==> config.mk <==
export PLATFORM = sky130hd
export DESIGN_NAME = intc_core
export DESIGN_NICKNAME = d
export VERILOG_FILES = /design/src/rtl/intc_pkg.sv /design/src/rtl/intc_sync.sv /design/src/rtl/intc_pend.sv /design/src/rtl/intc_regs.sv /design/src/rtl/intc_core.sv
export SDC_FILE = /design/constraint.sdc
export NUM_CORES = 1
export LEC_CHECK = 0
export ABC_CLOCK_PERIOD_IN_PS = 7100
export CORE_MARGIN = 8
export CORE_UTILIZATION = 52
export CTS_CLUSTER_DIAMETER = 50
export DETAILED_ROUTE_END_ITERATION = 8
export PLACE_DENSITY = 0.76
export RECOVER_POWER = 50
export SLEW_MARGIN = 10
export SYNTH_ARGS = -nofsm -noshare
export SYNTH_HDL_FRONTEND = slang
export SYNTH_SLANG_ARGS = --single-unit
==> constraint.sdc <==
create_clock -name clk -period 7.1 [get_ports clk]
set_input_delay 1.065 -clock clk [delete_from_list [all_inputs] [get_ports clk]]
set_output_delay 1.065 -clock clk [all_outputs]
set_load 0.005 [all_outputs]
==> src/rtl/intc_pkg.sv <==
package intc_pkg;
  localparam int ADDR_W = 3;

  typedef enum logic [ADDR_W-1:0] {
    A_ROUTE = 3'd0,
    A_SENSE = 3'd1,
    A_EN    = 3'd2,
    A_CLR   = 3'd3,
    A_SET   = 3'd4,
    A_LIVE  = 3'd5,
    A_NREQ  = 3'd6,
    A_FREQ  = 3'd7
  } reg_addr_e;
endpackage

==> src/rtl/intc_sync.sv <==
module intc_sync #(
  parameter int W      = 32,
  parameter int STAGES = 2
) (
  input  logic         clk,
  input  logic         rst_n,
  input  logic [W-1:0] d_in,
  output logic [W-1:0] d_out
);
  logic [W-1:0] stage_q [STAGES];

  genvar g;
  generate
    for (g = 0; g < STAGES; g++) begin : g_stage
      logic [W-1:0] stage_d;
      if (g == 0) begin : g_first
        always_comb stage_d = d_in;
      end else begin : g_rest
        always_comb stage_d = stage_q[g-1];
      end
      always_ff @(posedge clk or negedge rst_n) begin
        if (!rst_n) stage_q[g] <= '0;
        else        stage_q[g] <= stage_d;
      end
    end
  endgenerate

  assign d_out = stage_q[STAGES-1];
endmodule

==> src/rtl/intc_pend.sv <==
module intc_pend #(
  parameter int W = 32
) (
  input  logic         clk,
  input  logic         rst_n,
  input  logic [W-1:0] sync_in,
  input  logic [W-1:0] sense,
  input  logic [W-1:0] clr_pls,
  input  logic [W-1:0] set_pls,
  output logic [W-1:0] live,
  output logic [W-1:0] pend
);
  logic [W-1:0] live_q;
  logic [W-1:0] rise;
  logic [W-1:0] pend_q, pend_d;

  always_comb begin
    live   = sync_in ^ sense;
    rise   = live & ~live_q;
    pend_d = (pend_q & ~clr_pls) | rise | set_pls;
  end

  always_ff @(posedge clk or negedge rst_n) begin
    if (!rst_n) begin
      live_q <= '0;
      pend_q <= '0;
    end else begin
      live_q <= live;
      pend_q <= pend_d;
    end
  end

  assign pend = pend_q;

  // a corrected rising edge is pending on the next cycle
  a_r3_edge_latches: assert property (@(posedge clk) disable iff (!rst_n)
    1'b1 |=> ((pend_q & $past(rise)) == $past(rise)));

  // cleared lines without a fresh edge or set drop their request
  a_r4_clear_drops: assert property (@(posedge clk) disable iff (!rst_n)
    1'b1 |=> ((pend_q & $past(clr_pls & ~set_pls & ~rise)) == '0));

  // a pending bit only falls when it was written to clear
  a_r4_hold_unless_cleared: assert property (@(posedge clk) disable iff (!rst_n)
    1'b1 |=> (((~pend_q) & $past(pend_q) & ~$past(clr_pls)) == '0));

  // a set write always leaves the bit pending
  a_r5_set_forces: assert property (@(posedge clk) disable iff (!rst_n)
    1'b1 |=> ((pend_q & $past(set_pls)) == $past(set_pls)));
endmodule

==> src/rtl/intc_regs.sv <==
module intc_regs
  import intc_pkg::*;
#(
  parameter int W = 32
) (
  input  logic              clk,
  input  logic              rst_n,
  input  logic              wr_en,
  input  logic              rd_en,
  input  logic [ADDR_W-1:0] addr,
  input  logic [W-1:0]      wdata,
  input  logic [W-1:0]      live,
  input  logic [W-1:0]      nreq,
  input  logic [W-1:0]      freq,
  output logic [W-1:0]      route,
  output logic [W-1:0]      sense,
  output logic [W-1:0]      enable,
  output logic [W-1:0]      clr_pls,
  output logic [W-1:0]      set_pls,
  output logic [W-1:0]      rdata
);
  reg_addr_e    sel;
  logic [W-1:0] route_q, route_d;
  logic [W-1:0] sense_q, sense_d;
  logic [W-1:0] en_q, en_d;
  logic [W-1:0] rd_q, rd_d;
  logic         route_we, sense_we, en_we;

  always_comb begin
    sel      = reg_addr_e'(addr);
    route_we = wr_en && (sel == A_ROUTE);
    sense_we = wr_en && (sel == A_SENSE);
    en_we    = wr_en && (sel == A_EN);
    clr_pls  = (wr_en && (sel == A_CLR)) ? wdata : '0;
    set_pls  = (wr_en && (sel == A_SET)) ? wdata : '0;

    route_d = route_we ? wdata : route_q;
    sense_d = sense_we ? wdata : sense_q;
    en_d    = en_we    ? wdata : en_q;

    rd_d = rd_q;
    if (rd_en) begin
      unique case (sel)
        A_ROUTE: rd_d = route_q;
        A_SENSE: rd_d = sense_q;
        A_EN:    rd_d = en_q;
        A_LIVE:  rd_d = live;
        A_NREQ:  rd_d = nreq;
        A_FREQ:  rd_d = freq;
        default: rd_d = '0;
      endcase
    end
  end

  always_ff @(posedge clk or negedge rst_n) begin
    if (!rst_n) begin
      route_q <= '0;
      sense_q <= '0;
      en_q    <= '0;
      rd_q    <= '0;
    end else begin
      route_q <= route_d;
      sense_q <= sense_d;
      en_q    <= en_d;
      rd_q    <= rd_d;
    end
  end

  assign route  = route_q;
  assign sense  = sense_q;
  assign enable = en_q;
  assign rdata  = rd_q;

  // a configuration word holds its value between writes to it
  a_r8_cfg_stable: assert property (@(posedge clk) disable iff (!rst_n)
    !(wr_en && (sel inside {A_ROUTE, A_SENSE, A_EN})) |=>
      ($stable(route_q) && $stable(sense_q) && $stable(en_q)));
endmodule

==> src/rtl/intc_core.sv <==
module intc_core
  import intc_pkg::*;
#(
  parameter int N_SRC       = 32,
  parameter int SYNC_STAGES = 2
) (
  input  logic              clk,
  input  logic              rst_n,
  input  logic [N_SRC-1:0]  irq_in,
  input  logic              wr_en,
  input  logic              rd_en,
  input  logic [ADDR_W-1:0] addr,
  input  logic [N_SRC-1:0]  wdata,
  output logic [N_SRC-1:0]  rdata,
  output logic              irq,
  output logic              fiq
);
  logic [1:0]       rst_sh_q;
  logic             rst_s_n;
  logic [N_SRC-1:0] sync_lvl, live, pend;
  logic [N_SRC-1:0] route, sense, enable, clr_pls, set_pls;
  logic [N_SRC-1:0] nreq, freq;

  always_ff @(posedge clk or negedge rst_n) begin
    if (!rst_n) rst_sh_q <= '0;
    else        rst_sh_q <= {rst_sh_q[0], 1'b1};
  end
  assign rst_s_n = rst_sh_q[1];

  intc_sync #(.W(N_SRC), .STAGES(SYNC_STAGES)) u_sync (
    .clk(clk), .rst_n(rst_s_n), .d_in(irq_in), .d_out(sync_lvl)
  );

  intc_pend #(.W(N_SRC)) u_pend (
    .clk(clk), .rst_n(rst_s_n), .sync_in(sync_lvl), .sense(sense),
    .clr_pls(clr_pls), .set_pls(set_pls), .live(live), .pend(pend)
  );

  intc_regs #(.W(N_SRC)) u_regs (
    .clk(clk), .rst_n(rst_s_n), .wr_en(wr_en), .rd_en(rd_en), .addr(addr),
    .wdata(wdata), .live(live), .nreq(nreq), .freq(freq), .route(route),
    .sense(sense), .enable(enable), .clr_pls(clr_pls), .set_pls(set_pls),
    .rdata(rdata)
  );

  always_comb begin
    nreq = pend & enable & ~route;
    freq = pend & enable & route;
    irq  = |nreq;
    fiq  = |freq;
  end

  // with every line disabled neither pin can be driven
  a_r6_disabled_quiet: assert property (@(posedge clk) disable iff (!rst_s_n)
    (enable == '0) |-> (!irq && !fiq));

  // a request raised by the fast pin never comes from a normal-routed line
  a_r7_fast_routed: assert property (@(posedge clk) disable iff (!rst_s_n)
    fiq |-> ((pend & route) != '0));
endmodule

==> metrics list <==
- Number of primary I/O pins: 105
- Number of enable-type register cells in the synthesized netlist: 0
- The repair_antennas step left the layout with diodes totalling 0.
* Pwr/cell area: 311 nW/um^2
- The slowest stage of the critical path is the sky130_fd_sc_hd__dfrtp_1 cell.
- For this run, the leading register cell type out of synthesis is sky130_fd_sc_hd__dfrtp_1.
- Post-CTS Repair Setup Buffers: 0
- Setup repair after global routing left no endpoint under its margin.
- The worst setup path is launched from a register.
* Router iterations before antenna repair: 5
* Post-synthesis async set-or-reset flop share: 100%
* Max FO, Critical Path: 76
* Setup Skew: 7.55 ps
- Hold buffers post-CTS: 0
* Critical setup path kind: register to asynchronous set/reset pin
- In this run the register-to-register setup slack is 2790 ps.
- For this configuration, the core starts out at a cell density of 53.0%.
- The tool flagged a number of max-cap violations equal to 3.
- After technology mapping, the gate count stands at 994.
* Mapped Avg Cell Area: 11.6 um^2
- Dividing the detail-routed wire length by the instance count gives 21.5 um.
* Count of endpoints failing setup in the final report: 0
- Total clock sinks: 258
- Most frequent cells in the layout: 258 x sky130_fd_sc_hd__dfrtp_1, 116 x sky130_fd_sc_hd__nand2_1, 91 x sky130_fd_sc_hd__mux2_2, 68 x sky130_fd_sc_hd__clkdlybuf4s50_1
* Largest buffer count on any clock path: 3
* Sequential fraction of the synthesis area: 56.0%
* Synthesis-to-finish area growth: 19.4%
* Family with the most delay on the worst path: flip-flops
- Power Internal: 3.09 mW
- At the pin with the least slew margin, the transition time is 2940 ps.
- For this run, design rule violations remaining after detail routing come to 0.
- Overall die height: 165 um
- Entering global routing, the biggest net connects 77 pins.
- In this design, the stage delay of the slowest critical-path cell is 2330 ps.
- Remaining global-route overflow: 0
- The die is 165 um wide.
- Root buf cell: sky130_fd_sc_hd__clkbuf_16
* Crit path buffers/inverters: 1
* Yosys warnings: 0
- Total power: 4.27 mW
- TritonCTS built the clock tree.
* Crit path required time: 7330 ps
* Via count of the first global-routing pass: 8473
* TritonCTS Buffers: 30
- Antenna viol nets, final: 0
- Total Die Area: 27200 um^2
- Ratio of final minimum period to clock period: 60.7%
- Of the total power, the share spent switching nets is 27.8%.
* Floorplan Core Area: 21800 um^2
- Of the total power, registers draw 45.4%.
- Number of rows in the core area: 54
* Final layout net count: 1161
- Clock Latency Late Sink: 540 ps
- IR analysis of the VDD net gives a maximum drop of 0.223 mV.
- The first routing iteration left 812 violations.
- Detailed placement HPWL: 19.1 mm
- GRT Total Usage: 22.1%
- The flow ran to the end, but the final reports show violations.
- Clock-pin slew was measured on the worst setup and hold paths at 60 ps.
- The number of hold violations in the final report came to 0.
* Total leakage power: 5.67 nW
- Final count of pins violating max slew: 186
- Counting flops and latches in the post-synthesis netlist gives 258.
- Measured against its own limit, the worst slew margin works out to -95.9%.
- In the final layout, the share of cells above drive strength 1 is 15.6%.
* Worst hold slack across all endpoints: 345 ps
- Via density per instance: 6.10
* H-Tree Depth: 1
- Utilization after layout: 63.2%
* Total wire length after detailed routing: 29.9 mm
* Nets in the synthesized netlist: 1065
- The initial antenna violation count is 2.
* Post-layout min period: 4310 ps
- Number of buffers added on ports: 104
- Kind of capture point of the worst setup path: asynchronous set/reset pin
- Leaving out fill and tap cells, the most frequent cell in the layout is sky130_fd_sc_hd__dfrtp_1.
* Portion of total power attributed to combinational logic: 16.7%
- The analysis attributes to net switching a power of 1.19 mW.
- After filler insertion, the fill cell instance count of the layout stands at 1709.
- Worst hold path class: register to register
- Final weighted congestion in routability-driven placement: 0.834
* Clock network fraction of total power: 37.9%
- Chain of cells forming the critical path: clkbuf_1
* Violated checks: capacitance limit, slew limit
* Total Neg Setup Slack: 0 ps
- Arrival time worst endpoint: 4540 ps
- Unique masters post-synth: 53
* First-pass GRT wire length: 47.2 mm
* Highest Clock Rate: 232 MHz
- Via total after detailed routing: 8500
- Number of instances resized during post-cts repair: 0
- Total standard cell area after synthesis: 11500 um^2
## power groups by stage
stage | clock (mW) | sequential (mW) | combinational [mW]
2_1_floorplan | 0 | 1.91 | 0.468
3_3_place_gp | 0 | 1.95 | 0.692
3_5_place_dp | 0 | 1.96 | 0.712
4_1_cts | 1.65 | 1.94 | 0.719
5_1_grt | 1.71 | 1.97 | 0.779
6_report | 1.62 | 1.94 | 0.713
## cell type report
type / count / area (um^2) / area share [%]
Inverter: 31 / 116 / 0.846
Tap cell: 280 / 350 / 2.55
Clock inverter: 17 / 213 / 1.55
Sequential cell: 258 / 6460 / 46.9
Clock buffer: 39 / 856 / 6.22
Timing Repair Buffer: 116 / 1110 / 8.07
Multi-Input combinational cell: 653 / 4650 / 33.8
## Yosys cell counts (8+ instances only)
| master | n | area share (%) |
|---|---|---|
| sky130_fd_sc_hd__a211oi_1 | 14 | 0.91 |
| sky130_fd_sc_hd__nand4_1 | 9 | 0.49 |
| sky130_fd_sc_hd__xor2_1 | 35 | 2.7 |
| sky130_fd_sc_hd__nand3_1 | 36 | 1.6 |
| sky130_fd_sc_hd__o21ai_0 | 24 | 1.0 |
| sky130_fd_sc_hd__buf_4 | 10 | 0.65 |
| sky130_fd_sc_hd__nor2b_1 | 35 | 1.9 |
| sky130_fd_sc_hd__and2_1 | 18 | 0.98 |
| sky130_fd_sc_hd__o32ai_1 | 24 | 1.8 |
| sky130_fd_sc_hd__nand2b_1 | 41 | 2.2 |
| sky130_fd_sc_hd__dfrtp_1 | 258 | 56 |
| sky130_fd_sc_hd__nor3_1 | 9 | 0.39 |
| sky130_fd_sc_hd__o22ai_1 | 15 | 0.81 |
| sky130_fd_sc_hd__mux2_2 | 91 | 8.9 |
| sky130_fd_sc_hd__nand3b_1 | 17 | 1.1 |
| sky130_fd_sc_hd__a21oi_1 | 41 | 1.8 |
| sky130_fd_sc_hd__buf_2 | 30 | 1.3 |
| sky130_fd_sc_hd__inv_1 | 31 | 1.0 |
| sky130_fd_sc_hd__a221o_1 | 38 | 3.3 |
| sky130_fd_sc_hd__nand2_1 | 116 | 3.8 |
| sky130_fd_sc_hd__xnor2_1 | 8 | 0.61 |
## cell families (layout without fill, tap and decap cells)
| family | count (synthesis) | count (layout) | share of synthesized area, % |
|---|---|---|---|
| compound gates | 203 | 203 | 13.2 |
| xor+xnor | 43 | 43 | 3.27 |
| buf+inv | 83 | 203 | 3.75 |
| flops | 258 | 258 | 56.0 |
| mux | 101 | 101 | 9.79 |
| other cells | 1 | 1 | 0.0325 |
| simple gates | 305 | 305 | 13.9 |
## worst paths after layout
path                                               start               end  depth (start not counted)
max                                          rst_sh_q[1]    u_pend.pend[0]                          1
max reg2reg                                  rst_sh_q[1]    u_pend.pend[0]                          1
min reg2reg                u_sync.g_stage[1].stage_d[31]  u_sync.d_out[31]                          0
min                        u_sync.g_stage[1].stage_d[31]  u_sync.d_out[31]                          0
max in group clk                        u_regs.route[10]               fiq                          5
min in group asynchronous                          rst_n       rst_sh_q[1]                          1
## metal layers
metal / track usage [%] / share of wire, % / up-vias
met4: 7.78 / 3.2 / 4
met3: 3.59 / 7.0 / 69
met1: 30.3 / 42 / 4288
li1: - / - / 3810
met2: 35.2 / 47 / 329
met5: 0 / 0.097 / -
## state kept, by name, indices dropped and copies added (netlist names)
signal	flops
u_regs.enable	32
u_regs.rdata	32
u_sync.g_stage.stage_d	32
u_pend.live_q	32
u_sync.d_out	32
rst_sh_q	2
u_regs.route	32
u_pend.pend	32
u_regs.sense	32
## per-stage QoR
step	cell area, um^2	std cells	setup WS [ps]
after floorplan	11500	994	2870
after global placement	12700	1338	3280
after detailed placement	12700	1338	3210
after CTS	13800	1394	3450
after global routing	13800	1394	1850
final	13800	1394	2790
(Power assumes the default switching activity.)
